==> src/rtl/hdir_pkg.sv <==
package hdir_pkg;
   typedef enum logic [1:0] {
      BS_INV = 2'd0,
      BS_SH  = 2'd1,
      BS_EX  = 2'd2
   } bstate_t;

   typedef enum logic [2:0] {
      PH_IDLE  = 3'd0,
      PH_REPLY = 3'd1,
      PH_FWD   = 3'd2,
      PH_WB    = 3'd3,
      PH_INV   = 3'd4
   } phase_t;
endpackage

==> src/rtl/hdir_popcnt.sv <==
module hdir_popcnt #(
   parameter int W     = 4,
   parameter int CNT_W = 3
) (
   input  logic [W-1:0]     vec,
   output logic [CNT_W-1:0] cnt
);
   logic [CNT_W-1:0] acc [W+1];

   assign acc[0] = '0;
   for (genvar g = 0; g < W; g++) begin : g_add
      assign acc[g+1] = acc[g] + CNT_W'(vec[g]);
   end
   assign cnt = acc[W];
endmodule

==> src/rtl/hdir_lowbit.sv <==
module hdir_lowbit #(
   parameter int W  = 4,
   parameter int IW = 2
) (
   input  logic [W-1:0]  vec,
   output logic [IW-1:0] idx
);
   always_comb begin
      idx = '0;
      for (int i = W - 1; i >= 0; i--) begin
         if (vec[i]) idx = IW'(i);
      end
   end
endmodule

==> src/rtl/hdir_entry.sv <==
module hdir_entry
   import hdir_pkg::*;
#(
   parameter int                  NODES    = 4,
   parameter int                  NID_W    = 2,
   parameter int                  DATA_W   = 8,
   parameter logic [DATA_W-1:0]   RST_DATA = '0
) (
   input  logic              clk,
   input  logic              rst_n,
   input  logic              we,
   input  logic              dwe,
   input  bstate_t           n_st,
   input  logic [NODES-1:0]  n_cs,
   input  logic [NID_W-1:0]  n_own,
   input  logic [DATA_W-1:0] n_data,
   output bstate_t           q_st,
   output logic [NODES-1:0]  q_cs,
   output logic [NID_W-1:0]  q_own,
   output logic [DATA_W-1:0] q_data
);
   always_ff @(posedge clk or negedge rst_n) begin
      if (!rst_n) begin
         q_st   <= BS_INV;
         q_cs   <= '0;
         q_own  <= '0;
         q_data <= RST_DATA;
      end else begin
         if (we) begin
            q_st  <= n_st;
            q_cs  <= n_cs;
            q_own <= n_own;
         end
         if (dwe) q_data <= n_data;
      end
   end
endmodule

==> src/rtl/home_dir_ctrl.sv <==
module home_dir_ctrl
   import hdir_pkg::*;
#(
   parameter int NODES  = 4,
   parameter int BLOCKS = 16,
   parameter int DATA_W = 8,
   localparam int NID_W = (NODES > 1) ? $clog2(NODES) : 1,
   localparam int BID_W = (BLOCKS > 1) ? $clog2(BLOCKS) : 1
) (
   input  logic              clk,
   input  logic              rst_n,
   input  logic              req_valid,
   output logic              req_ready,
   input  logic [NID_W-1:0]  req_node,
   input  logic [BID_W-1:0]  req_blk,
   input  logic              req_write,
   output logic              rsp_valid,
   input  logic              rsp_ready,
   output logic [NID_W-1:0]  rsp_node,
   output logic [BID_W-1:0]  rsp_blk,
   output logic [DATA_W-1:0] rsp_data,
   output logic              rsp_excl,
   output logic              fwd_valid,
   input  logic              fwd_ready,
   output logic [NID_W-1:0]  fwd_node,
   output logic [BID_W-1:0]  fwd_blk,
   output logic [NID_W-1:0]  fwd_req_node,
   output logic              fwd_write,
   output logic              inv_valid,
   input  logic              inv_ready,
   output logic [NID_W-1:0]  inv_node,
   output logic [BID_W-1:0]  inv_blk,
   input  logic              ack_valid,
   output logic              ack_ready,
   input  logic [BID_W-1:0]  ack_blk,
   input  logic              wb_valid,
   output logic              wb_ready,
   input  logic [NID_W-1:0]  wb_node,
   input  logic [BID_W-1:0]  wb_blk,
   input  logic [DATA_W-1:0] wb_data
);
   localparam int CNT_W = $clog2(NODES + 1);

   if (NODES < 2) begin : g_bad_nodes
      $error("home_dir_ctrl: NODES must be at least 2");
   end
   if (BLOCKS < 2 || (1 << BID_W) != BLOCKS) begin : g_bad_blocks
      $error("home_dir_ctrl: BLOCKS must be a power of two, at least 2");
   end
   if (DATA_W < 1) begin : g_bad_data
      $error("home_dir_ctrl: DATA_W must be positive");
   end

   // directory entries
   bstate_t           e_st   [BLOCKS];
   logic [NODES-1:0]  e_cs   [BLOCKS];
   logic [NID_W-1:0]  e_own  [BLOCKS];
   logic [DATA_W-1:0] e_data [BLOCKS];

   logic              u_we, u_dwe;
   logic [BID_W-1:0]  u_blk;
   bstate_t           u_st;
   logic [NODES-1:0]  u_cs;
   logic [NID_W-1:0]  u_own;
   logic [DATA_W-1:0] u_data;

   for (genvar b = 0; b < BLOCKS; b++) begin : g_ent
      hdir_entry #(
         .NODES(NODES), .NID_W(NID_W), .DATA_W(DATA_W),
         .RST_DATA(DATA_W'(b))
      ) ent_i (
         .clk(clk), .rst_n(rst_n),
         .we(u_we && (u_blk == BID_W'(b))),
         .dwe(u_dwe && (u_blk == BID_W'(b))),
         .n_st(u_st), .n_cs(u_cs), .n_own(u_own), .n_data(u_data),
         .q_st(e_st[b]), .q_cs(e_cs[b]), .q_own(e_own[b]), .q_data(e_data[b])
      );
   end

   // transaction registers
   phase_t            ph, ph_d;
   logic [NID_W-1:0]  cur_node, node_d;
   logic [BID_W-1:0]  cur_blk, blk_d;
   logic              cur_wr, wr_d;
   logic [NODES-1:0]  inv_pend, pend_d;
   logic [CNT_W-1:0]  ack_cnt, cnt_d;

   logic [NODES-1:0]  req_oh, cur_oh, own_oh, others;
   logic [CNT_W-1:0]  oth_cnt;
   logic [NID_W-1:0]  inv_pick;
   logic [NID_W-1:0]  own_cur;

   assign req_oh  = NODES'(1) << req_node;
   assign cur_oh  = NODES'(1) << cur_node;
   assign own_cur = e_own[cur_blk];
   assign own_oh  = NODES'(1) << own_cur;
   assign others  = e_cs[req_blk] & ~req_oh;

   hdir_popcnt #(.W(NODES), .CNT_W(CNT_W)) pc_i (.vec(others), .cnt(oth_cnt));
   hdir_lowbit #(.W(NODES), .IW(NID_W)) lb_i (.vec(inv_pend), .idx(inv_pick));

   assign req_ready    = (ph == PH_IDLE);
   assign rsp_valid    = (ph == PH_REPLY);
   assign rsp_node     = cur_node;
   assign rsp_blk      = cur_blk;
   assign rsp_data     = e_data[cur_blk];
   assign rsp_excl     = cur_wr;
   assign fwd_valid    = (ph == PH_FWD);
   assign fwd_node     = own_cur;
   assign fwd_blk      = cur_blk;
   assign fwd_req_node = cur_node;
   assign fwd_write    = cur_wr;
   assign inv_valid    = (ph == PH_INV) && (inv_pend != '0);
   assign inv_node     = inv_pick;
   assign inv_blk      = cur_blk;
   assign ack_ready    = (ph == PH_INV) && (ack_cnt != '0) && (ack_blk == cur_blk);
   assign wb_ready     = (ph == PH_WB) && (wb_blk == cur_blk) && (wb_node == own_cur);

   always_comb begin
      ph_d   = ph;
      node_d = cur_node;
      blk_d  = cur_blk;
      wr_d   = cur_wr;
      pend_d = inv_pend;
      cnt_d  = ack_cnt;
      u_we   = 1'b0;
      u_dwe  = 1'b0;
      u_blk  = cur_blk;
      u_st   = BS_INV;
      u_cs   = '0;
      u_own  = cur_node;
      u_data = wb_data;
      unique case (ph)
         PH_IDLE: begin
            if (req_valid) begin
               node_d = req_node;
               blk_d  = req_blk;
               wr_d   = req_write;
               u_blk  = req_blk;
               u_own  = req_node;
               unique case (e_st[req_blk])
                  BS_SH: begin
                     if (!req_write) begin
                        u_we  = 1'b1;
                        u_st  = BS_SH;
                        u_cs  = e_cs[req_blk] | req_oh;
                        u_own = e_own[req_blk];
                        ph_d  = PH_REPLY;
                     end else if (oth_cnt == '0) begin
                        u_we = 1'b1;
                        u_st = BS_EX;
                        u_cs = req_oh;
                        ph_d = PH_REPLY;
                     end else begin
                        pend_d = others;
                        cnt_d  = oth_cnt;
                        ph_d   = PH_INV;
                     end
                  end
                  BS_EX: ph_d = PH_FWD;
                  default: begin
                     u_we = 1'b1;
                     u_st = req_write ? BS_EX : BS_SH;
                     u_cs = req_oh;
                     ph_d = PH_REPLY;
                  end
               endcase
            end
         end
         PH_INV: begin
            if (inv_valid && inv_ready) pend_d[inv_pick] = 1'b0;
            if (ack_valid && ack_ready) cnt_d = ack_cnt - CNT_W'(1);
            if (inv_pend == '0 && ack_cnt == '0) begin
               u_we = 1'b1;
               u_st = BS_EX;
               u_cs = cur_oh;
               ph_d = PH_REPLY;
            end
         end
         PH_REPLY: if (rsp_ready) ph_d = PH_IDLE;
         PH_FWD:   if (fwd_ready) ph_d = PH_WB;
         PH_WB: begin
            if (wb_valid && wb_ready) begin
               u_we  = 1'b1;
               u_dwe = 1'b1;
               u_st  = cur_wr ? BS_EX : BS_SH;
               u_cs  = cur_wr ? cur_oh : (cur_oh | own_oh);
               u_own = cur_wr ? cur_node : own_cur;
               ph_d  = PH_IDLE;
            end
         end
         default: ph_d = PH_IDLE;
      endcase
   end

   always_ff @(posedge clk or negedge rst_n) begin
      if (!rst_n) begin
         ph       <= PH_IDLE;
         cur_node <= '0;
         cur_blk  <= '0;
         cur_wr   <= 1'b0;
         inv_pend <= '0;
         ack_cnt  <= '0;
      end else begin
         ph       <= ph_d;
         cur_node <= node_d;
         cur_blk  <= blk_d;
         cur_wr   <= wr_d;
         inv_pend <= pend_d;
         ack_cnt  <= cnt_d;
      end
   end
endmodule

==> config.mk <==
export PLATFORM = sky130hd
export DESIGN_NAME = home_dir_ctrl
export DESIGN_NICKNAME = d
export VERILOG_FILES = /design/src/rtl/hdir_pkg.sv /design/src/rtl/hdir_popcnt.sv /design/src/rtl/hdir_lowbit.sv /design/src/rtl/hdir_entry.sv /design/src/rtl/home_dir_ctrl.sv
export SDC_FILE = /design/constraint.sdc
export NUM_CORES = 1
export LEC_CHECK = 0
export CAP_MARGIN = 5
export CORE_MARGIN = 1
export CORE_UTILIZATION = 60
export CTS_CLUSTER_DIAMETER = 40
export DETAILED_ROUTE_END_ITERATION = 10
export DONT_BUFFER_PORTS = 1
export GPL_ROUTABILITY_DRIVEN = 0
export GPL_TIMING_DRIVEN = 0
export PLACE_DENSITY_LB_ADDON = 0.05
export RECOVER_POWER = 50
export SYNTH_ARGS = -nofsm -noshare
export SYNTH_HDL_FRONTEND = slang
export SYNTH_HIERARCHICAL = 1
export SYNTH_SLANG_ARGS = --single-unit
==> constraint.sdc <==
create_clock -name clk -period 4.6 [get_ports clk]
set_input_delay 0 -clock clk [delete_from_list [all_inputs] [get_ports clk]]
set_output_delay 0 -clock clk [all_outputs]
set_load 0.1 [all_outputs]
== After elaboration in Yosys (flattened, before gate mapping) ==
Index checks and enable logic that the tools add are counted.
Storage, ports and cells
  register bits after elaboration: 273
  bits in latches: 0
  RAM bits: 0
  ROM bits: 0
  bits of input ports: 33
  output and inout port bits: 36
  word-level logic and storage cells: 252
  memories: 0
Operators by class
  add/subtract/negate cells: 4
  multiply operators: 0
  div/mod/pow operators: 0
  magnitude comparators: 4
  equality and inequality tests: 34
  shift-type cells: 3
  muxes and demuxes: 75
  bitwise gates (word level): 8
  reductions and logical operators: 54
Operators with widths (count)
  $mux W4: 15
  $mux W2: 22
  $logic_and A1 B1 Y1: 42
  $mux W3: 12
  $bmux W8 S4: 1
  $eq A4 B4 Y1 const B: 8
  $bmux W2 S4: 3
  $bmux W4 S4: 1
  $eq A4 B3 Y1 const B: 4
  $mux W8: 2
  $ne A2 B1 Y1 const B: 8
  $pmux W4 S2: 2
  $pmux W3 S5: 1
  $pmux W3 S2: 2
  $pmux W4 S3: 1
  $reduce_and A6 Y1: 2
  $shl A1 B2 Y4 const A: 3
  $ge A5 B5 Y1 const B: 2
  $not A4 Y5: 2
  $logic_not A3 Y1: 3
  $and A4 B4 Y4: 2
  $eq A4 B2 Y1 const B: 2
  $eq A4 B4 Y1: 2
  $logic_not A4 Y1: 2
  other kinds (26): 38

== Depth between registers and ports, before layout ==
  depth in word-level cells: 15
  mapped depth: 20
  mapped depth without buffers: 16

== By module ==
Netlist, hierarchy kept.
Modules (own cells, without submodules)
  home_dir_ctrl: times used 1, cells each 384, area an instance 4031.4 um2, sequential area each 425.4 um2
  hdir_entry at g_ent[10].ent_i ...: times used 6, cells each 34, area an instance 665.6 um2, sequential area each 402.9 um2
  hdir_entry at g_ent[11].ent_i ...: times used 4, cells each 34, area an instance 666.9 um2, sequential area each 404.1 um2
  hdir_entry at g_ent[1].ent_i ...: times used 4, cells each 34, area an instance 664.4 um2, sequential area each 401.6 um2
  hdir_entry at g_ent[15].ent_i: times used 1, cells each 34, area an instance 668.1 um2, sequential area each 405.4 um2
  hdir_entry at g_ent[0].ent_i: times used 1, cells each 34, area an instance 663.1 um2, sequential area each 400.4 um2
  hdir_popcnt: times used 1, cells each 8, area an instance 63.8 um2, sequential area each 0.0 um2
  hdir_lowbit: times used 1, cells each 5, area an instance 27.5 um2, sequential area each 0.0 um2

== Least setup slack after synthesis ==
Ideal clock, no wire load.
  path kind: register to register
  from: reg cur_blk[0] (netlist: fwd_blk[0])
  to: reg g_ent[0].ent_i.q_own[0]
  library setup time: 0.074 ns
  data arrival time: 6.188 ns
  required time: 4.526 ns
  slack: -1.662 ns
  stages on the path, launching flop included: 9
  buffers on the path: 1
  clock period less this slack: 6.262 ns
  cell sequence: dfrtp_1 -> clkbuf_1 -> inv_1 -> mux2i_1 -> mux2i_1 -> xnor2_1 -> and3_1 -> o311ai_0 -> mux2_4
Between the ends
  elaborated cells on any way between the ends: 18
  those cells by class: eq/ne: 2; mux: 10; bitwise: 1; reduce/logical: 5
RTL lines
  from (decl): line home_dir_ctrl.sv:83  | logic [BID_W-1:0] cur_blk, blk_d;
  from (signal assigned): line home_dir_ctrl.sv:207  | cur_blk <= blk_d;
  $not A4 Y5 (implied by the code): line home_dir_ctrl.sv:95  | assign own_cur = e_own[cur_blk];
  $bmux W2 S4: line home_dir_ctrl.sv:95
  $mux W2 (implied by the code) (2 in a row): line home_dir_ctrl.sv:95
  named net fwd_node[1]: line home_dir_ctrl.sv:25  | output logic [NID_W-1:0] fwd_node,
  $eq A2 B2 Y1: line home_dir_ctrl.sv:117  | assign wb_ready = (ph == PH_WB) && (wb_blk == cur_blk) && (wb_node == own_cur);
  $logic_and A1 B1 Y1: line home_dir_ctrl.sv:117
  $logic_and A1 B1 Y1: line home_dir_ctrl.sv:183  | if (wb_valid && wb_ready) begin
  $mux W2: line home_dir_ctrl.sv:183
  $pmux W2 S2: line home_dir_ctrl.sv:133  | unique case (ph)
  named net u_own[0]: line home_dir_ctrl.sv:64  | logic [NID_W-1:0] u_own;
  to (signal assigned): line hdir_entry.sv:32  | q_own <= n_own;
  to (decl): line hdir_entry.sv:19  | output logic [NID_W-1:0] q_own,
The timed path passes the listed nets, and every way through them passes these cells. The select of a mux whose other input is x is not followed.
A chain may end at the register's enable or synchronous reset.

== Worst setup path in the final report ==
  from: reg g_ent[14].ent_i.q_cs[3]
  to: reg g_ent[4].ent_i.q_cs[1]
Between the ends
  cells in the longest elaborated chain, start to end: 12
  elaborated cells on any way between the ends: 17
  those cells by class: add/sub: 1; mux: 13; bitwise: 1; reduce/logical: 2
Ends and longest elaborated chain
  from (decl): line hdir_entry.sv:18  | output logic [NODES-1:0] q_cs,
  from (signal assigned): line hdir_entry.sv:31  | q_cs <= n_cs;
  $bmux W4 S4 (*): line home_dir_ctrl.sv:97  | assign others = e_cs[req_blk] & ~req_oh;
  $mux W4 (implied by the code) (*) (2 in a row): line home_dir_ctrl.sv:97
  $and A4 B4 Y4 (*): line home_dir_ctrl.sv:97
  named net others[3]: line home_dir_ctrl.sv:88  | logic [NODES-1:0] req_oh, cur_oh, own_oh, others;
  $add A3 B1 Y3 (*): line hdir_popcnt.sv:12  | assign acc[g+1] = acc[g] + CNT_W'(vec[g]);
  named net oth_cnt[1]: line home_dir_ctrl.sv:89  | logic [CNT_W-1:0] oth_cnt;
  $logic_not A3 Y1 (*): line home_dir_ctrl.sv:149  | end else if (oth_cnt == '0) begin
  $mux W1: line home_dir_ctrl.sv:149
  $mux W1: line home_dir_ctrl.sv:143  | if (!req_write) begin
  $pmux W1 S2: line home_dir_ctrl.sv:141  | unique case (e_st[req_blk])
  $mux W1: line home_dir_ctrl.sv:135  | if (req_valid) begin
  $pmux W1 S3: line home_dir_ctrl.sv:133
  $logic_and A1 B1 Y1: line home_dir_ctrl.sv:73  | .we(u_we && (u_blk == BID_W'(b))),
  to (signal assigned): line hdir_entry.sv:31
  to (decl): line hdir_entry.sv:18
Mark *: on every way through the listed nets, which the timed path passes. The rest lies on a longest branch. The select of a mux whose other input is x is not followed.

==> summary.md <==
| Metric | Value |
|---|---|
| Total of flip-flops plus latches after synthesis | `273` |
| Total count of hold-check failures in the final report | `273` |
| Global route total overflow | `0` |
| Most frequent standard cell in the layout excluding fill and tap cells | `mux2_4` |
| Routed wire per std cell | `between 20 and 30 µm` |
| Final instance area | `between 15000 and 20000 µm²` |
| Max incr delay on CP | `roughly 0.58 ns` |
| Maximum buffer depth of the clock tree | `3` |
| CTS H-tree depth | `2` |
| Critical path cell sequence | `mux4_2 -> mux4_2 -> nand2_2 -> inv_1 -> inv_1 -> fa_1 -> inv_1 -> ha_1 -> ha_1 -> nor3_4 -> nor2b_1 -> mux2_2 -> nor2_2 -> a311oi_4 -> buf_6 -> nor3_1 -> buf_6 -> mux2_4` |
| Count of antenna-violating nets left after detailed routing | `0` |
| Fraction of layout instances using a drive strength above 1 | `between 50 and 60%` |
| Worst endpoint required time | `5.00 ns` |
| Period minus WS final | `4.50 ns` |
| Chip Height | `between 150 and 200 µm` |
| Number of sinks driven by the clock tree | `around 270` |
| Reported leakage power | `approximately 7.5 nW` |
| Slew margin rel. | `around 15%` |
| Area growth from synthesis to layout | `14.3%` |
| Peak VDD IR | `between 0.4 and 0.5 mV` |
| Placeable Area | `around 24000 µm²` |
| Final Setup Violations | `0` |
| Number of rows created at floorplan | `57` |
| Setup TNS | `0 ns` |
| Die footprint | `25300 µm²` |
| Worst Hold Class | `in -> async` |
| Post-Synthesis Mean Instance Area | `15.7 µm²` |
| Final slew viol count | `0` |
| Hold WS | `-0.818 ns` |
| Number of synthesized flops with an enable pin | `0` |
| Number of inserted filler cells in the final layout | `~1600` |
| Chip width | `~160 µm` |
| Ant. Diodes | `0` |
| Flop-to-flop setup slack | `approximately 0.10 ns` |
| Post-route DRC | `0` |
| Highest-count cells in the layout ignoring fill and taps | `mux2_4, dfrtp_1, mux4_2, clkbuf_16, nor3_1` |
| Fmax | `222 MHz` |
| CTS Buf Count | `39` |
| I/O pin count | `69` |
| Worst clock skew | `0.0116 ns` |
| Worst setup EP type | `register` |
| Initial detailed-routing violation count | `~700` |
| Total Routed Length | `roughly 36000 µm` |
| Total of hold buffers inserted after clock tree synthesis | `17` |
| Starting density of the core | `about three fifths` |
| Multi-input logic area | `roughly 7300 µm²` |
| Area occupied by registers | `6880 µm²` |
| Status | `finished, violations left` |
| Power density over the cells | `approximately 510 nW/µm²` |
| Reg-to-reg startpoint | `g_ent[14].ent_i/q_cs[3]` |
| Total standard cell area after synthesis | `around 15000 µm²` |
| Worst reg2reg endpoint | `g_ent[4].ent_i/q_cs[1]` |
| Final Net Count | `approximately 1100` |
| Reg2reg path depth | `18` |
| Number of antenna violations at the first check in global routing | `0` |
| Placed inst area | `15300 µm²` |
| Net Count, Synth | `approximately 980` |
| Library cell contributing the largest single delay on the critical path | `mux4_2` |
| Share of synthesized area occupied by flip-flops and latches | `between 40% and 50%` |
| Wire length of the first global-routing pass | `between 50000 and 60000 µm` |
| Count of buffers from port buffering | `0` |
| Cell count after synthesis | `about 940` |
| Buffer type at the clock tree root | `clkbuf_16` |
| Vias per cell | `~6.4` |
| Number of iterations in the first detailed-routing pass | `5` |
| Sum of net half-perimeters after detailed placement | `22900 µm` |
| Violated checks | `hold timing` |
| Clock insertion delay at the later pin of the skew report | `approximately 0.52 ns` |
| Via count | `between 8000 and 9000` |
| Via count of the first global-routing pass | `around 9100` |
| Worst Max-Slew Pin Slew | `between 1 and 1.5 ns` |
| Worst-path maximum fanout | `8` |
| Global Route Usage Sum | `29.4%` |
| TritonCTS clock tree | `done` |
| Critical path's most frequent cell | `inv_1` |
| Type of origin of the critical path | `register` |
| Final period util | `a little over nine tenths` |
| Primary FF master, synth | `dfrtp_1` |
| Clock-pin slew on the worst setup and hold paths | `0.05 ns` |
| Number of warnings printed during yosys synthesis | `6` |
| Async set or reset register ratio after synthesis | `100%` |
| Maxcap violations | `0` |
| Largest net degree at the start of global routing | `~270` |
| Final core utilization | `between 60% and 70%` |
| Critical path arrival | `4.90 ns` |
| Startpoint-to-endpoint class of the critical path | `reg -> reg` |
| Unique cell type count in the Yosys netlist | `between 50 and 60` |
Yosys cell counts, drive strengths merged, types with 2 or more instances:
cell	instances	area, µm²
nand2	27	101
a31oi	7	43.8
nor2b	8	50.1
nand3b	2	15.0
a21oi	14	73.8
dfstp	32	841
nor2	20	75.1
inv	25	93.8
nand3	5	30.0
dfrtp	241	6030
a21o	2	15.0
and2	2	12.5
clkbuf	20	75.1
mux4	87	1990
a221oi	2	17.5
nand2b	7	43.8
ha	7	87.6
nand4	3	18.8
nor4	2	12.5
mux2i	4	40.0
a22oi	2	15.0
mux2	258	3870
xor2	6	52.6
nor3b	4	30.0
and3	8	55.1
buf	57	518
o21ai	20	100
o221ai	2	17.5
o311ai	4	42.6
xnor2	4	42.6
nor3	47	235
kinds of logic (layout without fill, tap and decap cells):
family	Yosys count	count (layout)	synth area share (%)
compound gates	61	61	2.80
xor+xnor	10	10	0.644
fa+ha+maj	8	8	0.728
buf+inv	102	199	4.65
flops	273	273	46.5
mux	349	349	39.9
simple gates	138	138	4.76
registers in the layout (all words and copies together) (netlist names):
signal              flops
inv_pend                4
g_ent.ent_i/q_cs       64
g_ent.ent_i/q_st       32
ph                      3
fwd_write               1
g_ent.ent_i/q_data    128
fwd_req_node            2
fwd_blk                 4
g_ent.ent_i/q_own      32
ack_cnt                 3
worst max-delay path, delay by kind of cell, from the launching register on:
kind	cells	cell delay, ns
DFF	1	0.39
AOI/OAI and AO/OA	1	0.10
muxes	4	1.67
buffers and inverters	5	0.61
and+or+nand+nor	5	0.77
adders and majority gates	3	0.81
repair_timing:
item / 4_1_cts / 5_1_grt
gates resized for setup: 9 / 18
setup buffers: 1 / 2
hold endpoints to repair: 411 / 273
endpoints found under the setup margin: 128 / 118
pin swaps: 1 / 2
gates cloned: 0 / 1
stage by stage:
stage / power (W) / std cells / worst slack [ns]
floorplan: 0.00508 / 941 / 0.0250
global placement: 0.00544 / 1265 / -1.09
detailed placement: 0.00555 / 1271 / -1.06
CTS: 0.00862 / 1359 / 0.00477
global route: 0.00887 / 1362 / -0.0194
finish: 0.00859 / 1362 / 0.0996
area by class of cell:
cell class	instances	share of cell area (%)
buffer	77	3.43
clock buffer	49	6.18
clock inverter	21	1.48
inverter	25	0.556
multi-input combinational	566	43.5
sequential	273	40.8
tap	324	2.40
timing repair buffer	27	1.73
power by group:
part / internal, W / switching [W]
Sequential: 0.00270 / 0.000473
Clock: 0.00185 / 0.00113
Combinational: 0.000947 / 0.00148
metal layers:
layer  up-vias  global-route usage [%]  share of wire, %
met5         -                       0                 0
met4         0                    8.78               2.2
met3        62                    6.01               7.2
met2       360                    42.4                45
met1      4622                    45.2                45
li1       3652                       -                 -
how the worst max path moves through the flow:
stage	from	endpoint	slack (ns)	cells after the start
3_3_place_gp	fwd_blk[0]	g_ent[13].ent_i/q_own[0]	-1.09	8
5_1_grt	g_ent[4].ent_i/q_cs[1]	g_ent[10].ent_i/q_own[0]	-0.02	18
2_1_floorplan	fwd_blk[1]	g_ent[0].ent_i/q_own[0]	0.02	8
3_5_place_dp	req_blk[1]	g_ent[4].ent_i/q_cs[1]	-1.06	18
6_report	g_ent[14].ent_i/q_cs[3]	g_ent[4].ent_i/q_cs[1]	0.1	18
4_1_cts	g_ent[15].ent_i/q_cs[0]	g_ent[9].ent_i/q_own[0]	0.005	18
(Power assumes the default switching activity.)
